File: config.mk
export PLATFORM = sky130hd
export DESIGN_NAME = vlen_fetch_decode
export DESIGN_NICKNAME = d
export VERILOG_FILES = /design/src/rtl/vlf_pkg.sv /design/src/rtl/vlf_classify.sv /design/src/rtl/vlf_fields.sv /design/src/rtl/vlf_pc_ctrl.sv /design/src/rtl/vlen_fetch_decode.sv
export SDC_FILE = /design/constraint.sdc
export NUM_CORES = 1
export LEC_CHECK = 0
export BUFFER_PORTS_ARGS = -buffer_cell sky130_fd_sc_hd__buf_2
export CAP_MARGIN = 20
export CORE_UTILIZATION = 40
export CTS_BUF_LIST = sky130_fd_sc_hd__clkbuf_8
export CTS_CLUSTER_DIAMETER = 120
export DETAILED_ROUTE_END_ITERATION = 10
export PLACE_DENSITY = 0.71
export SETUP_SLACK_MARGIN = 0.15
export SYNTH_ARGS = -nofsm -noshare
export SYNTH_HDL_FRONTEND = slang
export SYNTH_SLANG_ARGS = --single-unit
File: constraint.sdc
create_clock -name clk -period 8.2 [get_ports clk]
set_input_delay 0.82 -clock clk [delete_from_list [all_inputs] [get_ports clk]]
set_output_delay 0.82 -clock clk [all_outputs]
set_load 0.03 [all_outputs]
File: src/rtl/vlf_pkg.sv
package vlf_pkg;

   typedef enum logic [2:0] {
      ST_AOK = 3'd1,
      ST_HLT = 3'd2,
      ST_ADR = 3'd3,
      ST_INS = 3'd4
   } vlf_stat_e;

   localparam logic [3:0] IC_HALT  = 4'h0;
   localparam logic [3:0] IC_NOP   = 4'h1;
   localparam logic [3:0] IC_RRMOV = 4'h2;
   localparam logic [3:0] IC_IRMOV = 4'h3;
   localparam logic [3:0] IC_RMMOV = 4'h4;
   localparam logic [3:0] IC_MRMOV = 4'h5;
   localparam logic [3:0] IC_ALU   = 4'h6;
   localparam logic [3:0] IC_JMP   = 4'h7;
   localparam logic [3:0] IC_CALL  = 4'h8;
   localparam logic [3:0] IC_RET   = 4'h9;
   localparam logic [3:0] IC_PUSH  = 4'hA;
   localparam logic [3:0] IC_POP   = 4'hB;

   localparam logic [3:0] FN_MAX_COND = 4'd6;
   localparam logic [3:0] FN_MAX_ALU  = 4'd3;

endpackage

File: src/rtl/vlf_classify.sv
module vlf_classify
   import vlf_pkg::*;
#(
   parameter int WORD_BYTES = 4,
   parameter int LEN_W      = 3
) (
   input  logic [3:0]       icode_i,
   input  logic [3:0]       ifun_i,
   output logic             need_reg_o,
   output logic             need_const_o,
   output logic             legal_o,
   output logic [LEN_W-1:0] len_o
);

   always_comb begin
      need_reg_o   = 1'b0;
      need_const_o = 1'b0;
      legal_o      = 1'b0;
      case (icode_i)
         IC_HALT, IC_NOP, IC_RET: legal_o = (ifun_i == 4'd0);
         IC_RRMOV: begin
            need_reg_o = 1'b1;
            legal_o    = (ifun_i <= FN_MAX_COND);
         end
         IC_ALU: begin
            need_reg_o = 1'b1;
            legal_o    = (ifun_i <= FN_MAX_ALU);
         end
         IC_PUSH, IC_POP: begin
            need_reg_o = 1'b1;
            legal_o    = (ifun_i == 4'd0);
         end
         IC_IRMOV, IC_RMMOV, IC_MRMOV: begin
            need_reg_o   = 1'b1;
            need_const_o = 1'b1;
            legal_o      = (ifun_i == 4'd0);
         end
         IC_JMP: begin
            need_const_o = 1'b1;
            legal_o      = (ifun_i <= FN_MAX_COND);
         end
         IC_CALL: begin
            need_const_o = 1'b1;
            legal_o      = (ifun_i == 4'd0);
         end
         default: legal_o = 1'b0;
      endcase
   end

   assign len_o = LEN_W'(1) + LEN_W'(need_reg_o)
                + (need_const_o ? LEN_W'(WORD_BYTES) : LEN_W'(0));

endmodule

File: src/rtl/vlf_fields.sv
module vlf_fields #(
   parameter int WIN_BYTES  = 6,
   parameter int WORD_BYTES = 4,
   parameter int REG_W      = 4
) (
   input  logic [8*WIN_BYTES-1:0]  win_i,
   input  logic                    need_reg_i,
   input  logic                    need_const_i,
   output logic [REG_W-1:0]        ra_o,
   output logic [REG_W-1:0]        rb_o,
   output logic [8*WORD_BYTES-1:0] valc_o
);

   localparam logic [REG_W-1:0] REG_NONE = '1;

   assign ra_o = need_reg_i ? win_i[8+REG_W +: REG_W] : REG_NONE;
   assign rb_o = need_reg_i ? win_i[8       +: REG_W] : REG_NONE;

   for (genvar k = 0; k < WORD_BYTES; k++) begin : g_const_byte
      always_comb begin
         if (!need_const_i)
            valc_o[8*k +: 8] = 8'h00;
         else if (need_reg_i)
            valc_o[8*k +: 8] = win_i[8*(2+k) +: 8];
         else
            valc_o[8*k +: 8] = win_i[8*(1+k) +: 8];
      end
   end

endmodule

File: src/rtl/vlf_pc_ctrl.sv
module vlf_pc_ctrl
   import vlf_pkg::*;
#(
   parameter int          ADDR_W   = 32,
   parameter logic [31:0] RESET_PC = 32'h0
) (
   input  logic              clk,
   input  logic              rst_n,
   input  logic [ADDR_W-1:0] valp_i,
   input  vlf_stat_e         dec_stat_i,
   output logic [ADDR_W-1:0] pc_q,
   output vlf_stat_e         stat_q
);

   always_ff @(posedge clk) begin
      if (!rst_n) begin
         pc_q   <= ADDR_W'(RESET_PC);
         stat_q <= ST_AOK;
      end else if (stat_q == ST_AOK) begin
         stat_q <= dec_stat_i;
         if (dec_stat_i == ST_AOK)
            pc_q <= valp_i;
      end
   end

   AST_FROZEN_AFTER_STOP: assert property (@(posedge clk) disable iff (!rst_n)
      (stat_q != ST_AOK) |=> ($stable(pc_q) && $stable(stat_q)));

   AST_RUNNING_ADVANCES: assert property (@(posedge clk) disable iff (!rst_n)
      (stat_q == ST_AOK && dec_stat_i == ST_AOK) |=> (stat_q == ST_AOK && pc_q != $past(pc_q)));

   AST_STOP_CAPTURED: assert property (@(posedge clk) disable iff (!rst_n)
      (stat_q == ST_AOK && dec_stat_i != ST_AOK) |=> (stat_q == $past(dec_stat_i) && $stable(pc_q)));

endmodule

File: src/rtl/vlen_fetch_decode.sv
module vlen_fetch_decode
   import vlf_pkg::*;
#(
   parameter int          ADDR_W     = 32,
   parameter int          WIN_BYTES  = 6,
   parameter int          WORD_BYTES = 4,
   parameter int          REG_W      = 4,
   parameter logic [31:0] RESET_PC   = 32'h0
) (
   input  logic                    clk,
   input  logic                    rst_n,
   input  logic [8*WIN_BYTES-1:0]  win_i,
   input  logic                    imem_err_i,
   output logic [ADDR_W-1:0]       pc_o,
   output logic [3:0]              icode_o,
   output logic [3:0]              ifun_o,
   output logic [REG_W-1:0]        ra_o,
   output logic [REG_W-1:0]        rb_o,
   output logic [8*WORD_BYTES-1:0] valc_o,
   output logic [ADDR_W-1:0]       valp_o,
   output logic [2:0]              dec_stat_o,
   output logic [2:0]              stat_o
);

   localparam int LEN_W = $clog2(WIN_BYTES + 1);

   if (WIN_BYTES < 2 + WORD_BYTES) begin : g_bad_window
      $error("window narrower than the longest instruction");
   end
   if (2 * REG_W != 8) begin : g_bad_regw
      $error("two register IDs must fill one byte");
   end

   logic             need_reg, need_const, legal;
   logic [LEN_W-1:0] len;
   vlf_stat_e        dec_stat, stat_q;

   assign icode_o = win_i[7:4];
   assign ifun_o  = win_i[3:0];

   vlf_classify #(.WORD_BYTES(WORD_BYTES), .LEN_W(LEN_W)) u_classify (
      .icode_i      (icode_o),
      .ifun_i       (ifun_o),
      .need_reg_o   (need_reg),
      .need_const_o (need_const),
      .legal_o      (legal),
      .len_o        (len)
   );

   vlf_fields #(.WIN_BYTES(WIN_BYTES), .WORD_BYTES(WORD_BYTES), .REG_W(REG_W)) u_fields (
      .win_i        (win_i),
      .need_reg_i   (need_reg),
      .need_const_i (need_const),
      .ra_o         (ra_o),
      .rb_o         (rb_o),
      .valc_o       (valc_o)
   );

   assign valp_o = pc_o + ADDR_W'(len);

   always_comb begin
      if (imem_err_i)             dec_stat = ST_ADR;
      else if (!legal)            dec_stat = ST_INS;
      else if (icode_o == IC_HALT) dec_stat = ST_HLT;
      else                        dec_stat = ST_AOK;
   end

   vlf_pc_ctrl #(.ADDR_W(ADDR_W), .RESET_PC(RESET_PC)) u_pc (
      .clk        (clk),
      .rst_n      (rst_n),
      .valp_i     (valp_o),
      .dec_stat_i (dec_stat),
      .pc_q       (pc_o),
      .stat_q     (stat_q)
   );

   assign dec_stat_o = dec_stat;
   assign stat_o     = stat_q;

   AST_LEN_IN_SET: assert property (@(posedge clk) disable iff (!rst_n)
      ((valp_o - pc_o) == ADDR_W'(1) || (valp_o - pc_o) == ADDR_W'(2) ||
       (valp_o - pc_o) == ADDR_W'(1 + WORD_BYTES) ||
       (valp_o - pc_o) == ADDR_W'(2 + WORD_BYTES)));

   AST_NO_REG_ID_NONE: assert property (@(posedge clk) disable iff (!rst_n)
      !need_reg |-> (&ra_o && &rb_o));

   AST_NO_CONST_ZERO: assert property (@(posedge clk) disable iff (!rst_n)
      !need_const |-> (valc_o == '0));

   AST_MEM_ERR_STOPS: assert property (@(posedge clk) disable iff (!rst_n)
      (imem_err_i && stat_o == 3'd1) |=> (stat_o == 3'd3 && $stable(pc_o)));

endmodule

==> flow_metrics.tcl, run 1 <==
set metrics [dict create \
    status "completed" \
    drt-wirelength-per-cell_um 13.54 \
    fp-row-count 30 \
    cts_max_path_buffers 2 \
    synth_cell_types 44 \
    cp-start-kind "input port" \
    syn2layout_area_growth_pct 31.88 \
    switchingPower_w 0.0001515 \
    syn_nets 456 \
    vias 3360 \
    pwr-share-comb 0.287 \
    r2r_start "u_pc.pc_q[2]" \
    ir_drop_mv 0.05260 \
    gp_congestion 0.8477 \
    tightest_slew_ns 0.9455 \
    cts.sinks 35 \
    grt_pass1_vias 2682 \
    crit_fanout 43 \
    seq_area_um2 700.7 \
    tritoncts "done" \
    yosysTopAreaCell "dfxtp_1" \
    clock_skew_ns 0.004713 \
    async_reset_ff_frac 0 \
    path_class "input port to output port" \
    grt_antenna_before_repair 0 \
    ys_top_cells_by_area "dfxtp_1 (25%), a21oi_1 (11%), nand2_1 (11%)" \
    rsz0062_at_grt "no" \
    vias_per_cell 5.367 \
    leakage_nw 1.826 \
    n_antenna_cell 0 \
    core_um2 6756 \
    synth_edf_count 0 \
    regToRegSetupSlack_ns 5.53 \
    path_buf_inv 3 \
    netlist_area_um2 2783 \
    finalCritPeriodShare 0.6431 \
    powerDensity_nw_per_um2 116.1 \
    final_antenna_net_count 0 \
    hpwl_mm 6.216 \
    num-nets-final 601 \
    die-area_um2 7294 \
    relSlewSlack 0.3658 \
    routed_wl_mm 8.476 \
    critPathArrivalTime_ns 4.45 \
    r2r_cells 6 \
    path_cells "buf_2 -> mux2_2 -> inv_1 -> ha_1 -> nand3_1 -> a21boi_2 -> nand3_1 -> nor2_1 -> xor2_1 -> buf_2" \
    worstHoldPathType "flip-flop to flip-flop" \
    power_frac_clock 0.305 \
    drv_slew 0 \
    crit_cells 10 \
    dr.pass1.iters 4 \
    synthCells 401 \
    finalCriticalPeriod_ns 5.273 \
    maxCapViolations 0 \
    syn_area_per_cell_um2 6.939 \
    overflow 0 \
    grt_pass1_wl_mm 13.08 \
    fillers 699 \
    power_w 0.0004260 \
    io_pins 169 \
    multi_input_area_um2 1888 \
    clk_latency_ns 0.29 \
    setup_viol 0 \
    finalHoldViolCount 0 \
    cp-endpoint "valp_o[29]" \
    p_sw_frac 0.3555 \
    fin_tns_setup_ns 0 \
    synth_ff_type "dfxtp_1" \
    cts-root-buf "clkbuf_8" \
    grt_max_degree 62 \
    seq_power_share 0.408 \
    critPathTopFamily "simple AND/OR/NAND/NOR gates" \
    hold_buffers 0 \
    drc 0 \
    crit_path_start "win_i[6]" \
    cts_resized 0 \
    r2r_end "u_pc.pc_q[25]" \
    cp-end-kind "output port" \
    synth-warning-count 0 \
    h-tree-depth 2 \
    fmaxAchievable_mhz 189.6 \
    grt_usage 0.2189 \
    cts_made_buffers 5 \
    synth.yosys.seq_area_share 0.2518 \
    drt-initial-drc-count 155 \
    clkTransAtPathRegs_ns 0.07 \
    post-cts-setup-buffer-count 0 \
    synth_most_common_cell "nand2_1" \
    worstPathRequired_ns 7.38 \
    cp_slowest_cell "inv_1" \
    internal-power_w 0.0002746 \
    die_h_um 85.41 \
    die_w_um 85.41 \
    max_stage_delay_ns 0.77 \
    initial_core_util 0.4119 \
    yosys-top-cells-count "nand2_1 (78), a21oi_1 (63), dfxtp_1 (35), nor2_1 (22)" \
    drive_gt1_frac 0.3425 \
    synth_top_area_frac 0.2518 \
    ys_seq_elements 35 \
    io_buffers 168 \
]
[metal layers]
metal,vias to the layer above,share of wire,track usage
li1,1703,-,-
met1,1547,0.45,0.2947
met2,101,0.48,0.3636
met3,9,0.057,0.03988
met4,0,0.0096,0.05000
met5,-,0,0
[cell type report]
cell class	instances	area share
clock buffer	6	0.02250
clock inverter	1	0.001364
inverter	10	0.01023
multi-input combinational	324	0.5145
sequential	35	0.1909
tap	80	0.02728
timing repair buffer	170	0.2332
[flip-flops by register name, summed over array words and instances, names as in the netlist]
register and cells:
u_pc.pc_q 32, u_pc.stat_q 3
[metrics by stage]
stage / worst slack, ns / util / hold WS, ns / std cells / cell area, um2
after floorplan: 3.949 / - / 0.6144 / 401 / 2783
after global placement: 3.015 / 0.5302 / 0.4872 / 619 / 3582
after detailed placement: 2.933 / 0.5302 / 0.5051 / 619 / 3582
after CTS: 2.938 / 0.5431 / 0.5194 / 626 / 3670
after global routing: 2.527 / 0.5431 / 0.5459 / 626 / 3670
final: 2.927 / 0.5431 / 0.5154 / 626 / 3670
[worst register-to-register path, delay by kind of cell (launching register included)]
family / cells / cell delay, ns
compound gates: 2 / 0.40
fa+ha+maj: 1 / 0.35
flops: 1 / 0.33
simple gates: 3 / 1.49
[placed cells by master, fill, tap and decap left out, types with 2 or more instances in the layout]
master / synthesis / routed
a21oi_1: 63 / 63
nand2b_1: 12 / 12
nor3_1: 4 / 4
inv_1: 9 / 9
xnor2_1: 15 / 15
nor4_1: 2 / 2
nor2b_1: 2 / 2
mux2i_1: 4 / 4
nand3_1: 11 / 11
xor2_1: 15 / 15
nor2_1: 22 / 22
buf_2: 5 / 168
and4_2: 2 / 2
nand4_1: 7 / 7
nand2_1: 78 / 78
or4_1: 15 / 15
ha_1: 3 / 3
dfxtp_1: 35 / 35
o21ai_0: 15 / 15
o31ai_1: 15 / 15
a31oi_1: 4 / 4
or3_1: 14 / 14
buf_4: 8 / 2
clkbuf_8: 0 / 6
and3_1: 4 / 4
[cells by family (layout without fill, tap and decap cells)]
logic type	after synthesis	in the layout	share of synthesized area
multiplexers	5	5	0.01844
buffers and inverters	42	187	0.06969
AND/OR/NAND/NOR	180	180	0.3296
flip-flops	35	35	0.2518
AO/OA/AOI/OAI	105	105	0.2154
XOR/XNOR	30	30	0.09443
adder cells (fa/ha/maj)	4	4	0.02069
[power groups by stage]
stage               logic (W)  registers [W]  clock network, W
global route         0.000132       0.000174          0.000137
finish               0.000122       0.000174          0.000130
detailed placement   0.000122       0.000178                 0
CTS                  0.000123       0.000174          0.000132
floorplan           0.0000811       0.000181                 0
global placement     0.000122       0.000178                 0
[worst min path at each step]
| stage | from | cells past startpoint | to | slack, ns |
|---|---|---|---|---|
| after global routing | u_pc.pc_q[31] | 2 | u_pc.pc_q[31] | 0.55 |
| after global placement | u_pc.pc_q[31] | 2 | u_pc.pc_q[31] | 0.49 |
| after floorplan | u_pc.stat_q[0] | 2 | u_pc.stat_q[0] | 0.61 |
| final | u_pc.pc_q[31] | 2 | u_pc.pc_q[31] | 0.52 |
| after CTS | u_pc.pc_q[31] | 2 | u_pc.pc_q[31] | 0.52 |
| after detailed placement | u_pc.stat_q[0] | 2 | u_pc.stat_q[0] | 0.51 |
(Power assumes the default switching activity.)
==> run 2, diff against run 1 <==
==> constraint.sdc (replaced) <==
create_clock -name clk -period 5.3 [get_ports clk]
set_input_delay 0.53 -clock clk [delete_from_list [all_inputs] [get_ports clk]]
set_output_delay 0.53 -clock clk [all_outputs]
set_load 0.03 [all_outputs]
==> run 2 against run 1 <==
Compared with the run above:
- sequential power grew 55%
- combinational power is 57% higher
- die area did not move
- clock power increased by 120%
- worst setup slack got worse by 1.7 ns
- cell count increased by 0.48%
- cell area increased by 1.6%
- critical endpoint is now valp_o[27]
- largest cell class unchanged
==> flow_metrics.tcl, run 2 (synthesis gave the netlist of run 1 again) <==
set metrics [dict create \
    setup_viol 0 \
    dr.pass1.iters 5 \
    finalCritPeriodShare 0.7718 \
    n_antenna_cell 0 \
    overflow 0 \
    path_class "input port to output port" \
    path_cells "buf_2 -> mux2i_1 -> o22a_1 -> buf_4 -> inv_1 -> ha_1 -> nand3_1 -> a21boi_2 -> nand3_1 -> nor2_1 -> xor2_1 -> buf_2" \
    cts-root-buf "clkbuf_8" \
    fin_tns_setup_ns 0 \
    place_ws_ns 1.221 \
    hpwl_mm 6.252 \
    worstPathRequired_ns 4.77 \
    grt_max_degree 62 \
    syn2layout_area_growth_pct 34.04 \
    finalCriticalPeriod_ns 4.090 \
    cp-start-kind "input port" \
    gp_congestion 0.8384 \
    clk_latency_ns 0.29 \
    leakage_nw 1.858 \
    cts.sinks 35 \
    io_buffers 168 \
    finalHoldViolCount 0 \
    crit_fanout 33 \
    routed_wl_mm 8.512 \
    num-nets-final 603 \
    grt_antenna_before_repair 0 \
    worstHoldPathType "input port to flip-flop" \
    largest_reg_flops 32 \
    vias 3458 \
    tightest_slew_ns 0.9699 \
    drt-wirelength-per-cell_um 13.53 \
    die-area_um2 7294 \
    hold_buffers 0 \
    grt_usage 0.2139 \
    power_w 0.0007461 \
    grt_pass1_wl_mm 12.82 \
    setup_ws_ns 1.210 \
    powerDensity_nw_per_um2 200.0 \
    top_register "u_pc.pc_q" \
    cts_max_path_buffers 2 \
    io_pins 169 \
    relSlewSlack 0.3494 \
    drt-initial-drc-count 187 \
    cp_slowest_cell "nand3_1" \
    grt_pass1_vias 2749 \
    ir_drop_mv 0.1471 \
    die_w_um 85.41 \
    cp-end-kind "output port" \
    drc 0 \
    status "completed" \
    final_cell_mix "buf_2 (168), nand2_1 (78), a21oi_1 (63)" \
    post-cts-setup-buffer-count 0 \
    max_stage_delay_ns 0.66 \
    cts_made_buffers 5 \
    fmaxAchievable_mhz 244.5 \
    drive_gt1_frac 0.3443 \
    core_um2 6756 \
    fp-row-count 30 \
    vias_per_cell 5.498 \
    clock_skew_ns 0.003847 \
    drv_slew 0 \
    initial_core_util 0.4119 \
    reg_top3 "u_pc.pc_q: 32 flops, u_pc.stat_q: 3 flops" \
    clkTransAtPathRegs_ns 0.07 \
    h-tree-depth 2 \
    die_h_um 85.41 \
    maxCapViolations 0 \
    final_antenna_net_count 0 \
    final_common_cell "buf_2" \
    rsz0062_at_grt "no" \
    cts_resized 0 \
    tritoncts "done" \
    critPathArrivalTime_ns 3.56 \
]
==> run 2: changes by cell type in the layout (fill, tap and decap cells not counted) <==
cell	before	now
buf_4	2	4
bufinv_16	0	2
clkbuf_8	6	5
clkinv_2	1	0
inv_1	9	10
==> run 2: metal layers <==
layer  GRT usage  routed length, um  up-vias
met1      0.2873               3612     1599
met4     0.05909                 83        0
met3     0.03210                579        9
li1            -                  -     1701
met5           0                  0        -
met2      0.3564               4237      149
==> run 2: worst paths after layout <==
kind                                    start             end  slack [ns]  cells past startpoint
worst max register to register   u_pc.pc_q[2]   u_pc.pc_q[25]        2.56                      6
worst min-delay path                    rst_n  u_pc.stat_q[0]        0.44                      2
worst max-delay path                 win_i[7]      valp_o[27]        1.21                     12
worst min register to register  u_pc.pc_q[31]   u_pc.pc_q[31]        0.50                      2
==> run 2: where the power goes <==
part | switching (W) | total [W] | internal, W | leakage, nW
logic | 0.000133 | 0.000191 | 0.0000584 | 1.51
clock network | 0.0000997 | 0.000286 | 0.000186 | 0.0695
registers | 0.00000335 | 0.000269 | 0.000266 | 0.283
total | 0.000236 | 0.000746 | 0.000510 | 1.86
==> run 2: worst max-delay path, delay by kind of cell <==
kind                       cells  cell delay (ns)
muxes                          1             0.19
xor gates and xnor gates       1             0.16
AOI/OAI and AO/OA              2             0.42
buffers and inverters          4             0.73
and+or+nand+nor                3             1.15
adders and majority gates      1             0.35
==> run 2: area by class of cell <==
| type | count | area, um2 |
|---|---|---|
| Clock buffer | 5 | 68.82 |
| Clock inverter | 3 | 63.81 |
| Fill cell | 651 | 3027 |
| Inverter | 10 | 37.54 |
| Multi-Input combinational cell | 324 | 1888 |
| Sequential cell | 35 | 700.7 |
| Tap cell | 80 | 100.1 |
| Timing Repair Buffer | 172 | 870.8 |
==> run 2: per-stage QoR <==
stage	area, um2	std cells	utilization	hold WS [ns]
after global routing	3730	629	0.5520	0.4500
after floorplan	2783	401	-	0.6062
after global placement	3597	621	0.5324	0.4902
after detailed placement	3597	621	0.5324	0.5006
after CTS	3730	629	0.5520	0.4309
final	3730	629	0.5520	0.4398
